### src/rtl/smb_sensor_target.sv
module smb_sensor_target #(
  parameter logic [6:0]  DEV_ADDR    = 7'h2B,
  parameter int unsigned TIMEOUT_CYC = 3_000_000,
  parameter logic [7:0]  MFR_ID      = 8'h01,
  parameter logic [7:0]  REV_ID      = 8'h61,
  parameter logic [7:0]  CFG_MASK    = 8'h47,
  parameter int unsigned STBY_BIT    = 6
) (
  input  logic       clk,
  input  logic       rst_n,
  input  logic       scl_i,
  input  logic       sda_i,
  output logic       sda_oe,
  input  logic [7:0] loc_hi_i,
  input  logic [7:0] loc_lo_i,
  input  logic [7:0] rem1_hi_i,
  input  logic [7:0] rem1_lo_i,
  input  logic [7:0] rem2_hi_i,
  input  logic [7:0] rem2_lo_i,
  input  logic [1:0] alarm_i,
  input  logic       busy_i,
  output logic [7:0] cfg_o,
  output logic       one_shot_o
);

  localparam int unsigned TW = $clog2(TIMEOUT_CYC + 1);
  localparam logic [TW-1:0] TLIM = TW'(TIMEOUT_CYC);

  typedef enum logic [2:0] {S_IDLE, S_ADDR, S_ACK, S_WR, S_RD, S_MACK, S_RELOAD} st_t;

  st_t        st;
  logic [2:0] scl_q, sda_q;
  logic [TW-1:0] tc_scl, tc_sda;
  logic [3:0] cnt;
  logic [7:0] sh, ptr, rd_val;
  logic       rw, first, ackph;
  logic [7:0] shd [6];

  wire s_scl = scl_q[1];
  wire p_scl = scl_q[2];
  wire s_sda = sda_q[1];
  wire p_sda = sda_q[2];

  wire rise  = s_scl & ~p_scl;
  wire fall  = ~s_scl & p_scl;
  wire start = s_scl & p_scl & p_sda & ~s_sda;
  wire stop  = s_scl & p_scl & ~p_sda & s_sda;
  wire tout  = (tc_scl == TLIM) || (tc_sda == TLIM);
  wire [7:0] rx = {sh[6:0], s_sda};

  always_ff @(posedge clk or negedge rst_n) begin
    if (!rst_n) begin
      scl_q <= '1;
      sda_q <= '1;
    end else begin
      scl_q <= {scl_q[1:0], scl_i};
      sda_q <= {sda_q[1:0], sda_i};
    end
  end

  always_ff @(posedge clk or negedge rst_n) begin
    if (!rst_n) begin
      tc_scl <= '0;
      tc_sda <= '0;
    end else begin
      if (s_scl) tc_scl <= '0;
      else if (tc_scl != TLIM) tc_scl <= tc_scl + 1'b1;
      if (s_sda) tc_sda <= '0;
      else if (tc_sda != TLIM) tc_sda <= tc_sda + 1'b1;
    end
  end

  always_comb begin
    case (ptr)
      8'h02:   rd_val = {busy_i, 5'b0, alarm_i};
      8'h03:   rd_val = cfg_o;
      8'h10:   rd_val = shd[0];
      8'h11:   rd_val = shd[2];
      8'h12:   rd_val = shd[4];
      8'h20:   rd_val = shd[1] & 8'hC0;
      8'h21:   rd_val = shd[3] & 8'hE0;
      8'h22:   rd_val = shd[5] & 8'hE0;
      8'hFE:   rd_val = MFR_ID;
      8'hFF:   rd_val = REV_ID;
      default: rd_val = 8'h00;
    endcase
  end

  always_ff @(posedge clk or negedge rst_n) begin
    if (!rst_n) begin
      st         <= S_IDLE;
      cnt        <= '0;
      sh         <= '0;
      ptr        <= '0;
      rw         <= 1'b0;
      first      <= 1'b0;
      ackph      <= 1'b0;
      sda_oe     <= 1'b0;
      cfg_o      <= '0;
      one_shot_o <= 1'b0;
      for (int i = 0; i < 6; i++) shd[i] <= '0;
    end else begin
      one_shot_o <= 1'b0;
      if (tout) begin
        st     <= S_IDLE;
        sda_oe <= 1'b0;
      end else if (start) begin
        st     <= S_ADDR;
        cnt    <= '0;
        ackph  <= 1'b0;
        sda_oe <= 1'b0;
      end else if (stop) begin
        st     <= S_IDLE;
        sda_oe <= 1'b0;
      end else begin
        case (st)
          S_ADDR: if (rise) begin
            sh  <= rx;
            cnt <= cnt + 1'b1;
            if (cnt == 4'd7) begin
              if (sh[6:0] == DEV_ADDR) begin
                st    <= S_ACK;
                rw    <= s_sda;
                first <= 1'b1;
                if (s_sda) begin
                  shd[0] <= loc_hi_i;  shd[1] <= loc_lo_i;
                  shd[2] <= rem1_hi_i; shd[3] <= rem1_lo_i;
                  shd[4] <= rem2_hi_i; shd[5] <= rem2_lo_i;
                end
              end else begin
                st <= S_IDLE;
              end
            end
          end
          S_WR: if (rise) begin
            sh  <= rx;
            cnt <= cnt + 1'b1;
            if (cnt == 4'd7) begin
              if (first) ptr <= rx;
              else if (ptr == 8'h03) cfg_o <= rx & CFG_MASK;
              else if (ptr == 8'h0F && cfg_o[STBY_BIT]) one_shot_o <= 1'b1;
              first <= 1'b0;
              st    <= S_ACK;
            end
          end
          S_ACK: if (fall) begin
            if (!ackph) begin
              sda_oe <= 1'b1;
              ackph  <= 1'b1;
            end else begin
              ackph <= 1'b0;
              cnt   <= '0;
              if (rw) begin
                sda_oe <= ~rd_val[7];
                sh     <= {rd_val[6:0], 1'b0};
                st     <= S_RD;
              end else begin
                sda_oe <= 1'b0;
                st     <= S_WR;
              end
            end
          end
          S_RD: begin
            if (rise) cnt <= cnt + 1'b1;
            else if (fall) begin
              if (cnt == 4'd8) begin
                sda_oe <= 1'b0;
                st     <= S_MACK;
              end else begin
                sda_oe <= ~sh[7];
                sh     <= {sh[6:0], 1'b0};
              end
            end
          end
          S_MACK: if (rise) st <= s_sda ? S_IDLE : S_RELOAD;
          S_RELOAD: if (fall) begin
            cnt    <= '0;
            sda_oe <= ~rd_val[7];
            sh     <= {rd_val[6:0], 1'b0};
            st     <= S_RD;
          end
          default: ;
        endcase
      end
    end
  end

endmodule

### config.mk
export PLATFORM = sky130hd
export DESIGN_NAME = smb_sensor_target
export DESIGN_NICKNAME = d
export VERILOG_FILES = /design/src/rtl/smb_sensor_target.sv
export SDC_FILE = /design/constraint.sdc
export NUM_CORES = 1
export LEC_CHECK = 0
export BUFFER_PORTS_ARGS = -buffer_cell sky130_fd_sc_hd__buf_2
export CORE_UTILIZATION = 55
export CTS_BUF_LIST = sky130_fd_sc_hd__clkbuf_4 sky130_fd_sc_hd__clkbuf_8
export DETAILED_ROUTE_END_ITERATION = 8
export MAX_ROUTING_LAYER = met4
export PLACE_DENSITY = 0.81
export SLEW_MARGIN = 20
export SYNTH_ARGS = -nofsm -noshare
export SYNTH_HDL_FRONTEND = slang
export SYNTH_SLANG_ARGS = --single-unit
export TNS_END_PERCENT = 100
### constraint.sdc
create_clock -name clk -period 1.9 [get_ports clk]
set_input_delay 0 -clock clk [delete_from_list [all_inputs] [get_ports clk]]
set_output_delay 0 -clock clk [all_outputs]
set_load 0.02 [all_outputs]
==> Yosys cells after proc, flatten, opt, wreduce, memory -nomap -nowiden <==
Index checks and enable logic that the tools add are counted.
{ "word_totals": {"regBits": 130, "in_bits": 55, "out_inout_bits": 10} }
{ "classes": {"add_sub_neg": 3, "n_eq_ne": 53, "mux": 70, "n_bitwise": 17, "reduce_logical": 23} }
{ "ops": {"columns": ["cell", "n"], "rows": [
  ["$mux W22", 4],
  ["$pmux W8 S10", 1],
  ["$mux W8", 8],
  ["$ne A5 B5 Y1 const B", 11],
  ["$mux W3", 16],
  ["$add A22 B1 Y22 const B", 2],
  ["$eq A22 B22 Y1 const B", 2],
  ["$ne A22 B22 Y1 const B", 2],
  ["$pmux W8 S4", 1],
  ["$mux W1", 29],
  ["$ne A2 B2 Y1 const B", 13],
  ["$eq A8 B5 Y1 const B", 3],
  ["$eq A8 B6 Y1 const B", 3],
  ["$mux W4", 6],
  ["$reduce_and A12 Y1", 2],
  ["$reduce_and A7 Y1", 3],
  ["$pmux W3 S6", 1],
  ["$eq A8 B2 Y1 const B", 2],
  ["$eq A8 B8 Y1 const B", 2],
  ["$reduce_and A8 Y1", 2],
  ["$pmux W4 S3", 1],
  ["$not A1 Y1", 10],
  ["$reduce_bool A2 Y1", 5],
  ["$eq A3 B3 Y1 const B", 3],
  ["other kinds (24)", 34]
]} }

==> Longest topological paths before layout <==
{ "depth": {"ltp_word": 11, "mapped_depth": 9, "depth_no_buf": 7} }

==> Worst setup path after synthesis <==
No wires, ideal clock.
{ "synth_path": {"path_kind": "register to register", "startpoint": "register ptr[2]", "endpoint": "register cfg_o[6]", "arrival_ns": 1.948, "required_ns": 1.772, "slack_ns": -0.175, "stages_incl_launch_ff": 6, "n_path_buf": 0, "synth_period_minus_slack_ns": 2.075, "cell_sequence": "dfrtp_1 or4_4 or3_4 nor4_4 nand4_2 mux2_1"} }
{ "synth_between": {"elab_chain_len": 2} }
{ "synth_lines": {"columns": ["element", "line_no", "source"], "rows": [
  ["start: declaration", "35", "logic [7:0] sh, ptr, rd_val;"],
  ["start signal: assignment", "139", "if (first) ptr <= rx;"],
  ["$eq A8 B2 Y1", "140", "else if (ptr == 8'h03) cfg_o <= rx & CFG_MASK;"],
  ["$reduce_and A8 Y1 (no line)", null, null],
  ["end signal: assignment", "140", null],
  ["end: declaration", "22", "output logic [7:0] cfg_o,"]
]} }
Every way passes these cells.
A chain may end at the register's enable or synchronous reset.

==> Worst setup path in the final report <==
{ "layout_path": {"startpoint": "register ptr[7]", "endpoint": "register sh[6]"} }
{ "layout_between": {"elab_chain_len": 6, "word_cells_on_any_way": 16, "classes_between": "eq/ne (10); mux (6)"} }
{ "layout_lines": {"columns": ["element", "line_no", "source"], "rows": [
  ["$eq A8 B8 Y1 (tied with other cells)", "74", "case (ptr)"],
  ["$pmux W8 S10 *", "74", null],
  ["$mux W8", "153", "if (rw) begin"],
  ["$mux W8", "147", "if (!ackph) begin"],
  ["$mux W8", "146", "S_ACK: if (fall) begin"],
  ["$pmux W8 S4 *", "116", "case (st)"],
  ["end signal: assignment", "118", "sh <= rx;"],
  ["end signal: assignment", "155", "sh <= {rd_val[6:0], 1'b0};"],
  ["end signal: assignment", "171", "sh <= {sh[6:0], 1'b0};"],
  ["end: declaration", "35", null]
]} }
Every way passes the cells marked *; elsewhere a longest branch is shown, timed or not. The select of a mux whose other input is x is not followed.

==> reports/results.tsv <==
metric	value	unit
yosys-top-cells-area	dfrtp_1 44%, mux2_1 6.4%, nor2_1 3.5%	
grt_pass1_wl	28430	µm
die_area	0.01160	mm²
design.core.area	0.01089	mm²
synth_area_per_cell	10.14	µm²
p_clk_share	39.7	%
holdWs	68.79	ps
cts.sinks	114	
ir_drop	0.8640	mV
cp_num_buf_inv	1	
clk_latency	470	ps
cts_tree	yes	
fin_area	0.009059	mm²
endpoint	sh[6]$_DFFE_PN0P_	
cts_made_buffers	17	
synth_warnings	0	
place_congestion	0.9538	
crit_slowest_cell	nor4_1	
regToRegSetupSlack	-540	ps
p_sw_share	28.66	%
setup.worst_path.start	ptr[7]$_DFFE_PN0P_	
critPathKind	flop to flop	
cp-end-kind	flop	
portBuffers	44	
synthArstFlopShare	100.0	%
vias	6331	
grt_antenna_before_repair	1	
crit_path_cell_trace	buf_4 -> nor4_1 -> nand3_1 -> nor3b_1 -> o32ai_2 -> a31oi_4	
syn_to_final_growth	47.36	%
wirelength	22670	µm
io_pins	65	
cp_top_family	simple AND/OR/NAND/NOR gates	
leakage	4.076	nW
power	0.006569	W
arrival	2840	ps
post-place-cells	882	
clock-skew-final	27.54	ps
setup_viol_count_final	72	
cts_max_level	4	
hold_class	input pin to asynchronous set/reset pin	
yosysTopAreaCell	dfrtp_1	
clock-root-buffer	clkbuf_8	
crit_fanout	4	
nets	891	
r2r_start	ptr[7]$_DFFE_PN0P_	
power_frac_seq	40.9	%
synth_most_common_cell	dfrtp_1	
synth_cell_types	69	
overflow	0	
synthFlopType	dfrtp_1	
relSlewSlack	40.72	%
die_h	107.7	µm
setup_slack	-543.7	ps
worst-path-stages	6	
drcViolationCount	0	
ys_ff_latch	114	
drive_above_1_share	42.47	%
final_util	83.20	%
synthCells	606	
grt.total_usage	33.52	%
drv_slew	0	
placed_area	0.007376	mm²
instances_no_fill	984	
dp_hpwl	11260	µm
die_w	107.7	µm
violations	setup timing	
drv_cap	0	
power_density	725.2	mW/mm²
switchingPower	0.001883	W
grt_pass1_vias	5868	
synth_edf_count	0	
wl_per_cell	23.03	µm
first_iter_violations	687	
r2r-end	sh[6]$_DFFE_PN0P_	
clkTransAtPathRegs	100	ps
status	finished with violations	
required	2300	ps
drt_pass1_iterations	5	
grt_max_degree	65	
ys_seq_area_share	46.53	%
cp-start-kind	flop	
rsz0062_at_grt	true	
row_count	38	
clock.fmax	409.2	MHz
slowest_delay	650	ps
start_util	56.46	%
worstMarginPinSlew	886.3	ps
via_per_inst	6.434	
synthesis.area	0.006147	mm²
clockBufferDepth	2	
p_int	0.004687	W
hold_violations	0	
synth_top_area_share	43.96	%
combPwrFrac	19.3	%
period_needed	2444	ps
fin_crit_sh	128.6	%
worst-r2r-cell-count	6	
synthTopCellsByCount	108 x dfrtp_1, 57 x nor2_1, 47 x nand2_1	
drtAntennaViolNets	0	
## how the worst min path moves through the flow
stage | to | slack, ps | cells after the start
2_1_floorplan | ackph$_DFFE_PN0P_ | -300 | 0
3_3_place_gp | sda_oe$_DFFE_PN0P_ | -100 | 1
3_5_place_dp | sda_oe$_DFFE_PN0P_ | -100 | 1
4_1_cts | scl_q[2]$_DFF_PN1_ | 60 | 2
5_1_grt | scl_q[2]$_DFF_PN1_ | 60 | 2
6_report | scl_q[2]$_DFF_PN1_ | 70 | 2
## area by class of cell
cell class / count / area, µm²
timing repair buffer: 239 / 1944
fill: 516 / 1829
tap: 140 / 175.2
clock buffer: 19 / 261.5
clock inverter: 13 / 182.7
multi-input combinational: 440 / 3565
inverter: 18 / 67.56
sequential: 114 / 2860
antenna: 1 / 2.502
## worst reg2reg max path, cell delays in order (launching register included)
cell     delay (ps)
dfrtp_1         420
buf_4           170
nor4_1          660
nand3_1         310
nor3b_1         410
o32ai_2         210
a31oi_4         200
## registers in the layout, summed over array words and instances, names as in the netlist
register    cells
ackph           1
cfg_o           4
cnt             4
first           1
one_shot_o      1
ptr             8
rw              1
scl_q           3
sda_oe          1
sda_q           3
sh              8
shd            32
st              3
tc_scl         22
tc_sda         22
## power groups by stage
stage / Sequential [W] / Clock, W / Combinational (W)
finish: 0.00269 / 0.00261 / 0.00127
global route: 0.00270 / 0.00272 / 0.00135
CTS: 0.00267 / 0.00256 / 0.00106
detailed placement: 0.00271 / 0 / 0.000943
global placement: 0.00270 / 0 / 0.000910
floorplan: 0.00273 / 0 / 0.000415
## logic make-up after synthesis
group                    Yosys count  share of synthesized area (%)
AO/OA/AOI/OAI                     84                          9.547
XOR/XNOR                          35                          4.987
adder cells (fa/ha/maj)            6                          1.221
buffers and inverters             55                          4.112
flip-flops                       114                          46.53
multiplexers                      57                          10.20
other                              1                        0.06100
AND/OR/NAND/NOR                  254                          23.35
## per-stage QoR
| step | TNS (ps) | setup slack, ps |
|---|---|---|
| final | -23240 | -543.7 |
| after global routing | -26640 | -661.5 |
| after CTS | -14930 | -324.7 |
| after detailed placement | -17660 | -334.5 |
| after global placement | -11650 | -252.7 |
| after floorplan | -7683 | -172.3 |
## cells in the final DEF (no fill, tap or decap), types with 16 or more instances in the layout
cell type      netlist  routed
nor2_1              57      55
o21ai_0             16      16
buf_4                7     139
nand4_1             16      16
nand3_1             28      26
mux2_4               0      43
clkbuf_8             0      19
dfrtp_1            108     108
xor2_1              22      22
dlygate4sd3_1        0      36
buf_2               10      43
nand2_1             47      44
## timing repair
action | CTS | global route
resized for setup | 40 | 86
hold buffers | 36 | 0
endpoints found under the hold margin | 143 | 0
pin swaps | 16 | 24
setup endpoints to repair | 71 | 76
buffers inserted | 11 | 26
gates cloned | 0 | 4
## layer usage
layer	track usage, %	vias to the layer above	routed length, µm
li1	-	2650	-
met5	-	-	0
met4	15.56	0	1523
met1	37.46	3061	7825
met3	10.77	148	1946
met2	54.58	472	11370
No activity file was read; power rests on OpenSTA's default activity.
